## src/rtl/pdac_pkg.sv

```systemverilog
package pdac_pkg;
  localparam int unsigned NVIOL  = 6;
  localparam int unsigned VB_CS  = 0;  // select setup before write edge
  localparam int unsigned VB_DSU = 1;  // data setup before write edge
  localparam int unsigned VB_DHO = 2;  // data hold after write edge
  localparam int unsigned VB_WRW = 3;  // write strobe high width
  localparam int unsigned VB_LDW = 4;  // load strobe low width
  localparam int unsigned VB_ORD = 5;  // load falls while write low
endpackage

```

## src/rtl/pdac_sync.sv

```systemverilog
module pdac_sync #(
  parameter int unsigned    W       = 1,
  parameter logic [W-1:0]   RST_VAL = '0
) (
  input  logic         clk,
  input  logic         rst_n,
  input  logic [W-1:0] d,
  output logic [W-1:0] q
);
  logic [W-1:0] meta_q;

  always_ff @(posedge clk or negedge rst_n) begin
    if (!rst_n) begin
      meta_q <= RST_VAL;
      q      <= RST_VAL;
    end else begin
      meta_q <= d;
      q      <= meta_q;
    end
  end
endmodule

```

## src/rtl/pdac_age.sv

```systemverilog
module pdac_age #(
  parameter int unsigned  W       = 1,
  parameter int unsigned  CW      = 3,
  parameter logic [W-1:0] RST_VAL = '0
) (
  input  logic          clk,
  input  logic          rst_n,
  input  logic [W-1:0]  sig,
  output logic          chg,
  output logic [CW-1:0] age_now,
  output logic [CW-1:0] run_prev
);
  logic [W-1:0]  sig_d;
  logic [CW-1:0] age_q, age_nx;

  always_comb begin
    chg     = (sig != sig_d);
    age_now = chg ? '0 : age_q;
    age_nx  = (age_now == {CW{1'b1}}) ? age_now : age_now + 1'b1;
  end

  assign run_prev = age_q;

  always_ff @(posedge clk or negedge rst_n) begin
    if (!rst_n) begin
      sig_d <= RST_VAL;
      age_q <= '1;
    end else begin
      sig_d <= sig;
      age_q <= age_nx;
    end
  end
endmodule

```

## src/rtl/pdac_regs.sv

```systemverilog
module pdac_regs #(
  parameter int unsigned DW = 12
) (
  input  logic          clk,
  input  logic          rst_n,
  input  logic          cap,
  input  logic [DW-1:0] din,
  input  logic          ld_on,
  output logic [DW-1:0] hold_q,
  output logic [DW-1:0] latch_q
);
  logic [DW-1:0] hold_nx, latch_nx;
  logic          hold_en, latch_en;

  always_comb begin
    hold_en  = cap;
    hold_nx  = din;
    latch_en = ld_on;
    latch_nx = hold_q;
  end

  always_ff @(posedge clk or negedge rst_n) begin
    if (!rst_n) begin
      hold_q  <= '0;
      latch_q <= '0;
    end else begin
      if (hold_en)  hold_q  <= hold_nx;
      if (latch_en) latch_q <= latch_nx;
    end
  end


  hold_quiet_chk: assert property (@(posedge clk) disable iff (!rst_n)
    !cap |=> $stable(hold_q));

  latch_quiet_chk: assert property (@(posedge clk) disable iff (!rst_n)
    !ld_on |=> $stable(latch_q));

  latch_follow_chk: assert property (@(posedge clk) disable iff (!rst_n)
    ld_on |=> (latch_q == $past(hold_q)));
endmodule

```

## src/rtl/pdac_timing.sv

```systemverilog
module pdac_timing
  import pdac_pkg::*;
#(
  parameter int unsigned DW        = 12,
  parameter int unsigned CW        = 3,
  parameter int unsigned CS_MIN    = 2,
  parameter int unsigned DS_MIN    = 2,
  parameter int unsigned HOLD_CYC  = 1,
  parameter int unsigned WR_HI_MIN = 2,
  parameter int unsigned LD_LO_MIN = 2
) (
  input  logic             clk,
  input  logic             rst_n,
  input  logic             sel_s,
  input  logic             wr_s,
  input  logic             ld_s,
  input  logic [DW-1:0]    dat_s,
  input  logic             clr,
  output logic             cap,
  output logic             ld_on,
  output logic [NVIOL-1:0] viol_q
);
  localparam logic [CW-1:0] CS_L   = CW'(CS_MIN);
  localparam logic [CW-1:0] DS_L   = CW'(DS_MIN);
  localparam logic [CW-1:0] HOLD_L = CW'(HOLD_CYC);
  localparam logic [CW-1:0] WR_L   = CW'(WR_HI_MIN);
  localparam logic [CW-1:0] LD_L   = CW'(LD_LO_MIN);

  logic          sel_chg, wr_chg, ld_chg, dat_chg;
  logic [CW-1:0] sel_age, wr_age, ld_age, dat_age;
  logic [CW-1:0] sel_run, wr_run, ld_run, dat_run;
  logic [NVIOL-1:0] ev, viol_nx;

  pdac_age #(.W(1),  .CW(CW), .RST_VAL(1'b1)) u_age_sel (
    .clk(clk), .rst_n(rst_n), .sig(sel_s), .chg(sel_chg), .age_now(sel_age), .run_prev(sel_run));
  pdac_age #(.W(1),  .CW(CW), .RST_VAL(1'b1)) u_age_wr (
    .clk(clk), .rst_n(rst_n), .sig(wr_s), .chg(wr_chg), .age_now(wr_age), .run_prev(wr_run));
  pdac_age #(.W(1),  .CW(CW), .RST_VAL(1'b1)) u_age_ld (
    .clk(clk), .rst_n(rst_n), .sig(ld_s), .chg(ld_chg), .age_now(ld_age), .run_prev(ld_run));
  pdac_age #(.W(DW), .CW(CW), .RST_VAL('0)) u_age_dat (
    .clk(clk), .rst_n(rst_n), .sig(dat_s), .chg(dat_chg), .age_now(dat_age), .run_prev(dat_run));

  always_comb begin
    cap   = wr_chg & wr_s & ~sel_s;
    ld_on = ~ld_s;
    ev = '0;
    ev[VB_CS]  = cap && (sel_age < CS_L);
    ev[VB_DSU] = cap && (dat_age < DS_L);
    ev[VB_DHO] = dat_chg && wr_s && !sel_s && (wr_age != '0) && (wr_age <= HOLD_L);
    ev[VB_WRW] = wr_chg && !wr_s && (wr_run < WR_L);
    ev[VB_LDW] = ld_chg && ld_s && (ld_run < LD_L);
    ev[VB_ORD] = ld_chg && !ld_s && !wr_s;
    viol_nx = (clr ? '0 : viol_q) | ev;
  end

  always_ff @(posedge clk or negedge rst_n) begin
    if (!rst_n) viol_q <= '0;
    else        viol_q <= viol_nx;
  end


  viol_sticky_chk: assert property (@(posedge clk) disable iff (!rst_n)
    !clr |=> ((viol_q & $past(viol_q)) == $past(viol_q)));

  ld_order_chk: assert property (@(posedge clk) disable iff (!rst_n)
    ($fell(ld_s) && !wr_s) |=> viol_q[VB_ORD]);
endmodule

```

## src/rtl/pdac_front.sv

```systemverilog
module pdac_front
  import pdac_pkg::*;
#(
  parameter int unsigned DW        = 12,
  parameter int unsigned RW        = 12,
  parameter int unsigned CS_MIN    = 2,
  parameter int unsigned DS_MIN    = 2,
  parameter int unsigned HOLD_CYC  = 1,
  parameter int unsigned WR_HI_MIN = 2,
  parameter int unsigned LD_LO_MIN = 2
) (
  input  logic             clk,
  input  logic             rst_n,
  input  logic [DW-1:0]    bus_d,
  input  logic             sel_n,
  input  logic             wr_n,
  input  logic             ld_n,
  input  logic             pwr_n,
  input  logic [RW-1:0]    vref,
  input  logic             viol_clr,
  output logic [DW-1:0]    code_q,
  output logic             pd_flag,
  output logic [RW:0]      vout,
  output logic [NVIOL-1:0] viol_flags
);
  localparam int unsigned M1     = (CS_MIN > DS_MIN) ? CS_MIN : DS_MIN;
  localparam int unsigned M2     = (WR_HI_MIN > LD_LO_MIN) ? WR_HI_MIN : LD_LO_MIN;
  localparam int unsigned M3     = (M1 > M2) ? M1 : M2;
  localparam int unsigned MAXMIN = (M3 > HOLD_CYC + 1) ? M3 : HOLD_CYC + 1;
  localparam int unsigned CW     = $clog2(MAXMIN + 2);
  localparam int unsigned PW     = RW + DW;
  localparam logic [DW-1:0] MID  = DW'(1) << (DW - 1);

  logic          rst_m, rst_s;
  logic [3:0]    ctl_s;
  logic [DW-1:0] dat_s, hold_q;
  logic          cap, ld_on;
  logic [PW-1:0] prod;

  // reset: asserted asynchronously, released on a clock edge
  always_ff @(posedge clk or negedge rst_n) begin
    if (!rst_n) begin
      rst_m <= 1'b0;
      rst_s <= 1'b0;
    end else begin
      rst_m <= 1'b1;
      rst_s <= rst_m;
    end
  end

  pdac_sync #(.W(4), .RST_VAL(4'b1111)) u_sync_ctl (
    .clk(clk), .rst_n(rst_s), .d({pwr_n, ld_n, wr_n, sel_n}), .q(ctl_s));
  pdac_sync #(.W(DW), .RST_VAL('0)) u_sync_dat (
    .clk(clk), .rst_n(rst_s), .d(bus_d), .q(dat_s));

  pdac_timing #(
    .DW(DW), .CW(CW), .CS_MIN(CS_MIN), .DS_MIN(DS_MIN), .HOLD_CYC(HOLD_CYC),
    .WR_HI_MIN(WR_HI_MIN), .LD_LO_MIN(LD_LO_MIN)
  ) u_timing (
    .clk(clk), .rst_n(rst_s), .sel_s(ctl_s[0]), .wr_s(ctl_s[1]), .ld_s(ctl_s[2]),
    .dat_s(dat_s), .clr(viol_clr), .cap(cap), .ld_on(ld_on), .viol_q(viol_flags));

  pdac_regs #(.DW(DW)) u_regs (
    .clk(clk), .rst_n(rst_s), .cap(cap), .din(dat_s), .ld_on(ld_on),
    .hold_q(hold_q), .latch_q(code_q));

  always_comb begin
    pd_flag = ~ctl_s[3];
    prod    = PW'(vref) * PW'(code_q);
    vout    = pd_flag ? '0 : prod[DW-1 +: RW+1];
  end


  vout_mid_chk: assert property (@(posedge clk) disable iff (!rst_s)
    (code_q == MID && !pd_flag) |-> (vout == {1'b0, vref}));
endmodule

```

## config.mk

```make
export PLATFORM = sky130hd
export DESIGN_NAME = pdac_front
export DESIGN_NICKNAME = d
export VERILOG_FILES = /design/src/rtl/pdac_pkg.sv /design/src/rtl/pdac_sync.sv /design/src/rtl/pdac_age.sv /design/src/rtl/pdac_regs.sv /design/src/rtl/pdac_timing.sv /design/src/rtl/pdac_front.sv
export SDC_FILE = /design/constraint.sdc
export NUM_CORES = 1
export LEC_CHECK = 0
export BUFFER_PORTS_ARGS = -buffer_cell sky130_fd_sc_hd__buf_2
export CORE_MARGIN = 3
export CORE_UTILIZATION = 56
export CTS_CLUSTER_DIAMETER = 30
export CTS_CLUSTER_SIZE = 30
export DETAILED_ROUTE_END_ITERATION = 10
export GPL_TIMING_DRIVEN = 0
export PLACE_DENSITY = 0.76
export SLEW_MARGIN = 0
export SYNTH_ARGS = -nofsm -noshare
export SYNTH_HDL_FRONTEND = slang
export SYNTH_SLANG_ARGS = --single-unit
```

## constraint.sdc

```tcl
create_clock -name clk -period 5 [get_ports clk]
set_clock_uncertainty 0.05 [all_clocks]
set_input_delay 0.25 -clock clk [delete_from_list [all_inputs] [get_ports clk]]
set_output_delay 0.25 -clock clk [all_outputs]
set_load 0.03 [all_outputs]
```

==> reports/metrics.yaml, run 1 <==
status: "complete, but fails checks"
failed_checks: "negative setup slack"
async_flop_share_pct: 100
start_kind: "flip-flop"
syn_area_per_cell_um2: 10.3
cts_max_path_buffers: 2
fin_ws_ns: -0.587
grt_max_degree: 52
gp_congestion: 0.943
worstPathRequired_ns: 4.70
setup_viol: 13
timing.fmax_mhz: 179
synth_ff_type: "dfrtp_1"
crit-reg2reg-launch: "u_timing.u_age_wr.sig_d"
cap_violations: 0
syn_area_mm2: 0.00752
die-area_mm2: 0.0149
antenna_found_initial: 1
area_growth_pct: 28.0
synth_area_leaders: "fa_1, dfrtp_1, ha_1, inv_1, dfstp_2"
yosys_warnings: 0
die_x_um: 122
setup_tns_ns: -6.05
path_class: "reg2out"
core_area_mm2: 0.0129
rows: 41
fp.dieH_um: 122
drc: 0
max_stage_delay_ns: 0.53
cp-startpoint: "u_regs.latch_q[9]"
worst_path_most_repeated_cell: "fa_1"
final_nets: 1063
finalInstanceArea_mm2: 0.00963
grtUsageTotal_pct: 25.0
first_iter_violations: 396
wire_per_inst_um: 17.1
via_count: 5546
hp-class: "in2async"
avgViaCountPerCell: 5.29
route.antenna.remaining_nets: 0
grt_overflow_total: 0
multi_input_area_mm2: 0.00515
start_util_pct: 58.4
synth.top_cell.area_share_pct: 26.3
rsz0062_at_grt: "true"
worst_slew_pin_slew_ns: 0.764
place_area_mm2: 0.00835
post_route_cells_drive_above_1_share_pct: 33.7
fillers: 844
dr.pass1.iters: 5
cpMaxStageDelayCell: "fa_1"
clk_pin_slew_ns: 0.07
worstSkewPairLatency_ns: 0.33
crit_chain: "clkbuf_8 > buf_4 > and2_1 > fa_1 > inv_1 > fa_1 > inv_1 > fa_1 > fa_1 > ha_1 > ha_1 > a21o_1 > a31oi_1 > o21ai_1 > a21o_1 > a211oi_2 > mux2i_4 > buf_6"
clkSinkCount: 87
grt_pass1_wl_um: 29000
synth-seq-cells: 87
synth.distinct_cells: 47
ios: 63
cp-end-kind: "output port"
synth.most_common_cell: "inv_1"
min_period_ns: 5.59
crit_arrival_ns: 5.29
routed_wirelength_um: 17900
relSlewSlack_pct: 49.1
cts_root_buf: "clkbuf_16"
yosys.area.top_type: "fa_1"
dpl.hpwl_um: 12900
synth-seq-area-share_pct: 29.3
numPortBuffers: 62
drv_slew: 0
synth_commonest_cells: "inv_1, nand2_1, fa_1, dfrtp_1, ha_1"
finalHoldViolCount: 0
whs_ns: 0.200
cts_tree: "yes"
htreeDepth: 3
synth_edf_count: 0
seqCellArea_mm2: 0.00222
finalCritPeriodShare_pct: 112
grt_pass1_vias: 5958
syn_nets: 925
worst-path-max-fanout: 6
cts_buffers: 9
netlist_instances: 733
## cell type report
cell class / count / area share, %
Sequential cell: 87 / 23.0
Tap cell: 172 / 2.23
Inverter: 135 / 5.26
Antenna cell: 1 / 0.0260
Clock buffer: 10 / 2.48
Multi-Input combinational cell: 481 / 53.5
Buffer: 28 / 2.34
Timing Repair Buffer: 129 / 10.1
Clock inverter: 6 / 1.04
## flip-flops by register name (all words and copies together) (netlist names)
| signal | count |
|---|---|
| u_timing.u_age_dat.run_prev | 2 |
| u_sync_dat.q | 12 |
| u_sync_ctl.meta_q | 4 |
| u_timing.u_age_ld.sig_d | 1 |
| u_sync_ctl.q | 4 |
| u_regs.hold_q | 12 |
| u_timing.u_age_sel.run_prev | 2 |
| u_timing.u_age_ld.run_prev | 2 |
| u_timing.u_age_sel.sig_d | 1 |
| rst_m | 1 |
| u_timing.viol_q | 6 |
| rst_s | 1 |
| u_timing.u_age_wr.run_prev | 2 |
| u_regs.latch_q | 12 |
| u_timing.u_age_dat.sig_d | 12 |
| u_timing.u_age_wr.sig_d | 1 |
| u_sync_dat.meta_q | 12 |
## cells by family after synthesis
group | Yosys count | synth area share [%]
simple gates | 201 | 12.8
compound gates | 67 | 6.14
xor+xnor | 25 | 2.91
other cells | 1 | 0.0499
mux | 26 | 3.86
flops | 87 | 29.3
fa+ha+maj | 161 | 36.7
buf+inv | 165 | 8.33
## per-stage QoR
stage	std cells	utilization, %	setup slack, ns
global placement	967	64.6	-0.599
floorplan	733	-	-0.119
finish	1049	74.8	-0.587
CTS	1036	73.1	-0.603
detailed placement	968	64.9	-0.664
global route	1049	74.8	-0.808
## what timing repair did
item,in CTS,in global routing
pin swaps,47,48
endpoints found under the setup margin,13,13
hold buffers,17,0
hold endpoints to repair,18,0
resized for setup,80,48
setup buffers,36,15
## placed cells by master, fill, tap and decap left out, types with 7 or more instances in the layout
cell type,Yosys,routed
nand4_1,8,8
dfrtp_1,68,58
and2_1,52,43
clkbuf_2,0,10
nand2_1,102,93
mux2_2,24,24
a21oi_2,4,10
fa_2,0,7
clkbuf_16,0,10
and2_4,0,9
inv_1,135,124
clkbuf_1,28,8
dfstp_2,19,19
ha_4,0,10
ha_1,62,52
dlygate4sd3_1,0,17
fa_1,99,92
buf_4,0,44
nand2_2,1,7
inv_2,0,11
dfrtp_2,0,9
a21oi_1,20,11
xnor2_1,21,19
buf_2,0,49
nor2_1,16,8
buf_6,1,18
## final timing paths
path,end,slack [ns],depth (start not counted)
max,vout[11],-0.59,18
min,rst_m,0.20,2
max reg2reg,u_regs.hold_q[1],2.91,5
min reg2reg,u_sync_dat.q[2],0.24,0
max in group asynchronous,u_timing.u_age_wr.run_prev[1],4.01,1
min in group clk,u_timing.viol_q[0],0.26,3
## critical path, delay by kind of cell, from the launching register on
kind / cells / cell delay, ns
AOI/OAI and AO/OA: 5 / 0.95
DFF: 1 / 0.40
buffers and inverters: 5 / 0.56
adders and majority gates: 6 / 2.62
muxes: 1 / 0.28
and+or+nand+nor: 1 / 0.16
## metal layers
layer  track usage (%)  vias up  routed length, µm
li1                  -     2542                  -
met1              32.1     2848               7600
met2              44.9      128               9340
met3              4.69       28                707
met4              4.62        0                284
met5                 0        -                  0
Power of run 1 is not shown: default switching activity piles up to over one toggle a cycle in this logic, so the estimate is an artifact.
==> inputs of run 2 (changes only) <==
- CORE_UTILIZATION: 56 -> 60
- PLACE_DENSITY: 0.76 -> 0.78
- clock period: 5 -> 6.5 ns (I/O delays scaled with it)
==> run 2 against run 1 <==
Die area shrank 6.3%. First-iteration DRC count shrank 15%. Via count shrank 5.5%. Largest cell class unchanged. Cell count shrank 6.8%. The flow now finishes without violations. Critical endpoint unchanged. Flip-flop and latch count is the same. Core utilization shrank 5.6 points. Non-clock buffer count shrank 66. Worst hold slack lost 0.16 ns. Setup slack gained 0.80 ns. Global-route usage shrank 2.2 points. Wire length shrank 17%. Cell area shrank 13%.
==> reports/metrics.yaml, run 2 (synthesis gave the netlist of run 1 again) <==
timing.fmax_mhz: 159
area_growth_pct: 11.3
rsz0062_at_grt: "false"
die_x_um: 118
worst_path_most_repeated_cell: "fa_1"
grt_overflow_total: 0
layout_commonest_cell: "inv_1"
drv_slew: 0
die-area_mm2: 0.0139
cp-startpoint: "u_regs.latch_q[5]"
cts_root_buf: "clkbuf_16"
cts_max_path_buffers: 2
numPortBuffers: 62
crit-reg2reg-launch: "u_timing.u_age_wr.sig_d"
cts_tree: "yes"
hp-class: "in2reg"
num_antenna_cells: 0
via_count: 5240
worst_slew_pin_slew_ns: 0.630
clkSinkCount: 87
finalHoldViolCount: 0
cap_violations: 0
ios: 63
min_period_ns: 6.29
dpl.hpwl_um: 12200
highest_layer: "met4"
rows: 40
wl_met3_um: 734
route.antenna.remaining_nets: 0
cp-end-kind: "output port"
cp_num_buf_inv: 5
grt_pass1_vias: 5593
crit_arrival_ns: 5.91
cts_buffers: 9
setup_tns_ns: 0
start_util_pct: 62.1
layout_common_cells: "inv_1, nand2_1, fa_1"
wire_per_inst_um: 15.2
status: "completed"
grtUsageTotal_pct: 22.8
core_area_mm2: 0.0121
final_nets: 997
worst-path-max-fanout: 10
gp_congestion: 0.905
path_class: "reg2out"
htreeDepth: 3
dr.pass1.iters: 5
post_route_cells_drive_above_1_share_pct: 17.2
worstPathRequired_ns: 6.12
clk_pin_slew_ns: 0.06
finalCritPeriodShare_pct: 96.7
setup_viol: 0
max_stage_delay_ns: 0.58
start_kind: "flip-flop"
worstHoldStart: "ld_n"
worstSkewPairLatency_ns: 0.33
wl_met1_um: 6360
first_iter_violations: 335
routed_wirelength_um: 14900
crit_family: "adder cells"
avgViaCountPerCell: 5.36
grt_max_degree: 51
antenna_found_initial: 0
crit_chain: "clkbuf_4 > nand2_1 > fa_1 > fa_1 > fa_1 > inv_1 > fa_1 > inv_1 > fa_1 > inv_1 > ha_1 > a21oi_2 > nand2_2 > a221oi_4 > a21oi_2 > a211oi_2 > mux2i_1 > buf_2"
grt_pass1_wl_um: 26000
drc: 0
cpMaxStageDelayCell: "fa_1"
dr_wl_met2_um: 7590
fp.dieH_um: 118
relSlewSlack_pct: 58.0
run 2: per-layer routing:
metal / global-route usage, % / vias to the layer above
li1: - / 2409
met1: 31.9 / 2669
met2: 38.9 / 141
met3: 2.55 / 21
met4: 4.76 / 0
met5: 0 / -
run 2: cell type report:
class / instances / area (µm²)
Sequential cell: 87 / 2200
Fill cell: 910 / 3740
Tap cell: 168 / 210
Clock buffer: 11 / 233
Inverter: 135 / 507
Multi-Input combinational cell: 481 / 4690
Clock inverter: 5 / 58.8
Buffer: 27 / 119
Timing Repair Buffer: 64 / 348
run 2: metrics by stage:
step / hold slack [ns] / utilization (%) / setup slack [ns] / cells / cell area, µm²
floorplan: -0.0206 / - / 0.668 / 733 / 7520
global placement: 0.0593 / 66.4 / 0.520 / 963 / 8040
detailed placement: 0.0623 / 66.7 / 0.413 / 964 / 8070
CTS: 0.0321 / 69.2 / 0.0389 / 981 / 8380
global route: 0.0299 / 69.1 / 0.0150 / 978 / 8370
finish: 0.0413 / 69.1 / 0.215 / 978 / 8370
run 2: worst paths after layout:
path / endpoint / slack [ns] / depth (start not counted)
worst max-delay path: vout[11] / 0.21 / 18
worst min-delay path: u_sync_ctl.meta_q[2] / 0.04 / 1
worst max register to register: u_regs.hold_q[5] / 4.46 / 5
worst min register to register: u_sync_dat.meta_q[9] / 0.24 / 0
max in group asynchronous: u_timing.u_age_ld.run_prev[0] / 5.51 / 1
min in group asynchronous: u_sync_dat.meta_q[9] / 0.24 / 0
run 2: repair_timing:
item	4_1_cts	5_1_grt
endpoints found under the setup margin	0	8
resized for setup	0	14
buffers inserted	0	0
endpoints found under the hold margin	2	0
hold buffers	1	0
Power of run 2 is left out for the same reason.
==> inputs of run 3 (changes only) <==
- CORE_UTILIZATION: 60 -> 65
- PLACE_DENSITY: 0.78 -> 0.84
==> run 3 against run 2 <==
Core utilization rose by 6.3 points. Worst hold slack got worse by 0.0033 ns. Critical endpoint unchanged. Count of clock-buffer cells in the layout fell by 1.
==> reports/metrics.yaml, run 3 (synthesis gave the netlist of run 1 again) <==
status: "completed"
wire_per_inst_um: 16.0
antenna_found_initial: 0
worstSkewPairLatency_ns: 0.33
grt_util_met3_pct: 5.36
crit_arrival_ns: 5.86
route.antenna.remaining_nets: 0
clkSinkCount: 87
die_x_um: 114
dpl.hpwl_um: 12200
setup_viol: 0
worst-path-max-fanout: 10
grt_pass1_wl_um: 26000
max_stage_delay_ns: 0.59
clk_pin_slew_ns: 0.06
start_util_pct: 67.9
finalInstanceArea_mm2: 0.00835
finalHoldViolCount: 0
fin_util_pct: 75.4
grt_max_degree: 80
layout_commonest_cell: "inv_1"
drc: 0
drv_slew: 0
via_count: 5238
grt_overflow_total: 0
grtUsageTotal_pct: 25.4
setup_tns_ns: 0
dr.pass1.iters: 4
cp-end-kind: "output port"
reg2reg_depth: 5
rows: 38
hp-class: "in2reg"
core_area_mm2: 0.0111
cpMaxStageDelayCell: "fa_1"
relSlewSlack_pct: 60.9
grt_pass1_vias: 5475
grtUsageMet2_pct: 41.7
cts_tree: "yes"
worst_slew_pin_slew_ns: 0.586
htreeDepth: 3
cts_max_path_buffers: 2
first_iter_violations: 366
avgViaCountPerCell: 5.49
cts_buffers: 9
finalCritPeriodShare_pct: 95.9
num_antenna_cells: 0
cap_violations: 0
worstPathRequired_ns: 6.12
min_period_ns: 6.23
post_route_cells_drive_above_1_share_pct: 17.8
numPortBuffers: 62
fp.dieH_um: 114
whs_path_depth: 1
layout_common_cells: "inv_1, nand2_1, fa_1"
timing.fmax_mhz: 160
busiest_layer: "met2"
place_area_mm2: 0.00804
start_kind: "flip-flop"
gp_congestion: 0.914
crit_chain: "clkbuf_2 > nand2_1 > fa_1 > fa_1 > fa_1 > inv_1 > fa_1 > inv_1 > fa_1 > inv_1 > ha_1 > a21oi_2 > nand2_2 > a221oi_4 > a21oi_2 > a211oi_2 > mux2i_1 > buf_2"
met1_usage_pct: 35.4
final_nets: 1001
cts_root_buf: "clkbuf_16"
path_class: "reg2out"
ios: 63
routed_wirelength_um: 15300
die-area_mm2: 0.0129
area_growth_pct: 11.0
worst_path_most_repeated_cell: "fa_1"
==> run 3: final cells by class <==
class                   count  area, µm²
flip-flops and latches     87       2210
inverters                 135        507
plain buffers              29        126
multi-input cells         481       4690
well taps                 140        175
fillers                   743       2730
clock buffers              10        239
clock inverters             6       42.5
repair buffers             66        363
==> run 3: timing repair <==
action / 4_1_cts / 5_1_grt
endpoints found under the setup margin: 1 / 6
pin swaps: 0 / 1
buffers inserted: 0 / 2
hold buffers: 1 / 0
hold endpoints to repair: 2 / 0
gates resized for setup: 1 / 15
==> run 3: final timing paths <==
kind / to / from / slack (ns)
max: vout[11] / u_regs.latch_q[5] / 0.27
min: u_sync_ctl.meta_q[3] / pwr_n / 0.04
max reg2reg: u_regs.hold_q[2] / u_timing.u_age_wr.sig_d / 4.40
min reg2reg: u_sync_dat.meta_q[2] / rst_s / 0.08
max in group asynchronous: u_timing.u_age_wr.run_prev[0] / rst_s / 5.70
min in group asynchronous: u_sync_dat.meta_q[2] / rst_s / 0.08
==> run 3: routing by layer <==
layer / wire length, µm / up-vias
met1: 6360 / 2632
li1: - / 2411
met3: 907 / 28
met2: 7700 / 167
met4: 308 / 0
met5: 0 / -
==> run 3: critical path: cells and delay by family (launching register included) <==
kind	cells	cell delay, ns
adder cells (fa/ha/maj)	6	2.97
AO/OA/AOI/OAI	4	1.01
buffers and inverters	5	0.66
flip-flops	1	0.46
AND/OR/NAND/NOR	2	0.22
multiplexers	1	0.20
==> run 3: stage by stage <==
step | setup slack (ns) | instances | hold slack, ns
5_1_grt | -0.00657 | 954 | 0.0248
2_1_floorplan | 0.668 | 733 | -0.0206
4_1_cts | 0.104 | 953 | 0.0291
3_3_place_gp | 0.487 | 935 | 0.0595
3_5_place_dp | 0.379 | 936 | 0.0613
6_report | 0.268 | 954 | 0.0380
Power of run 3 is left out for the same reason.
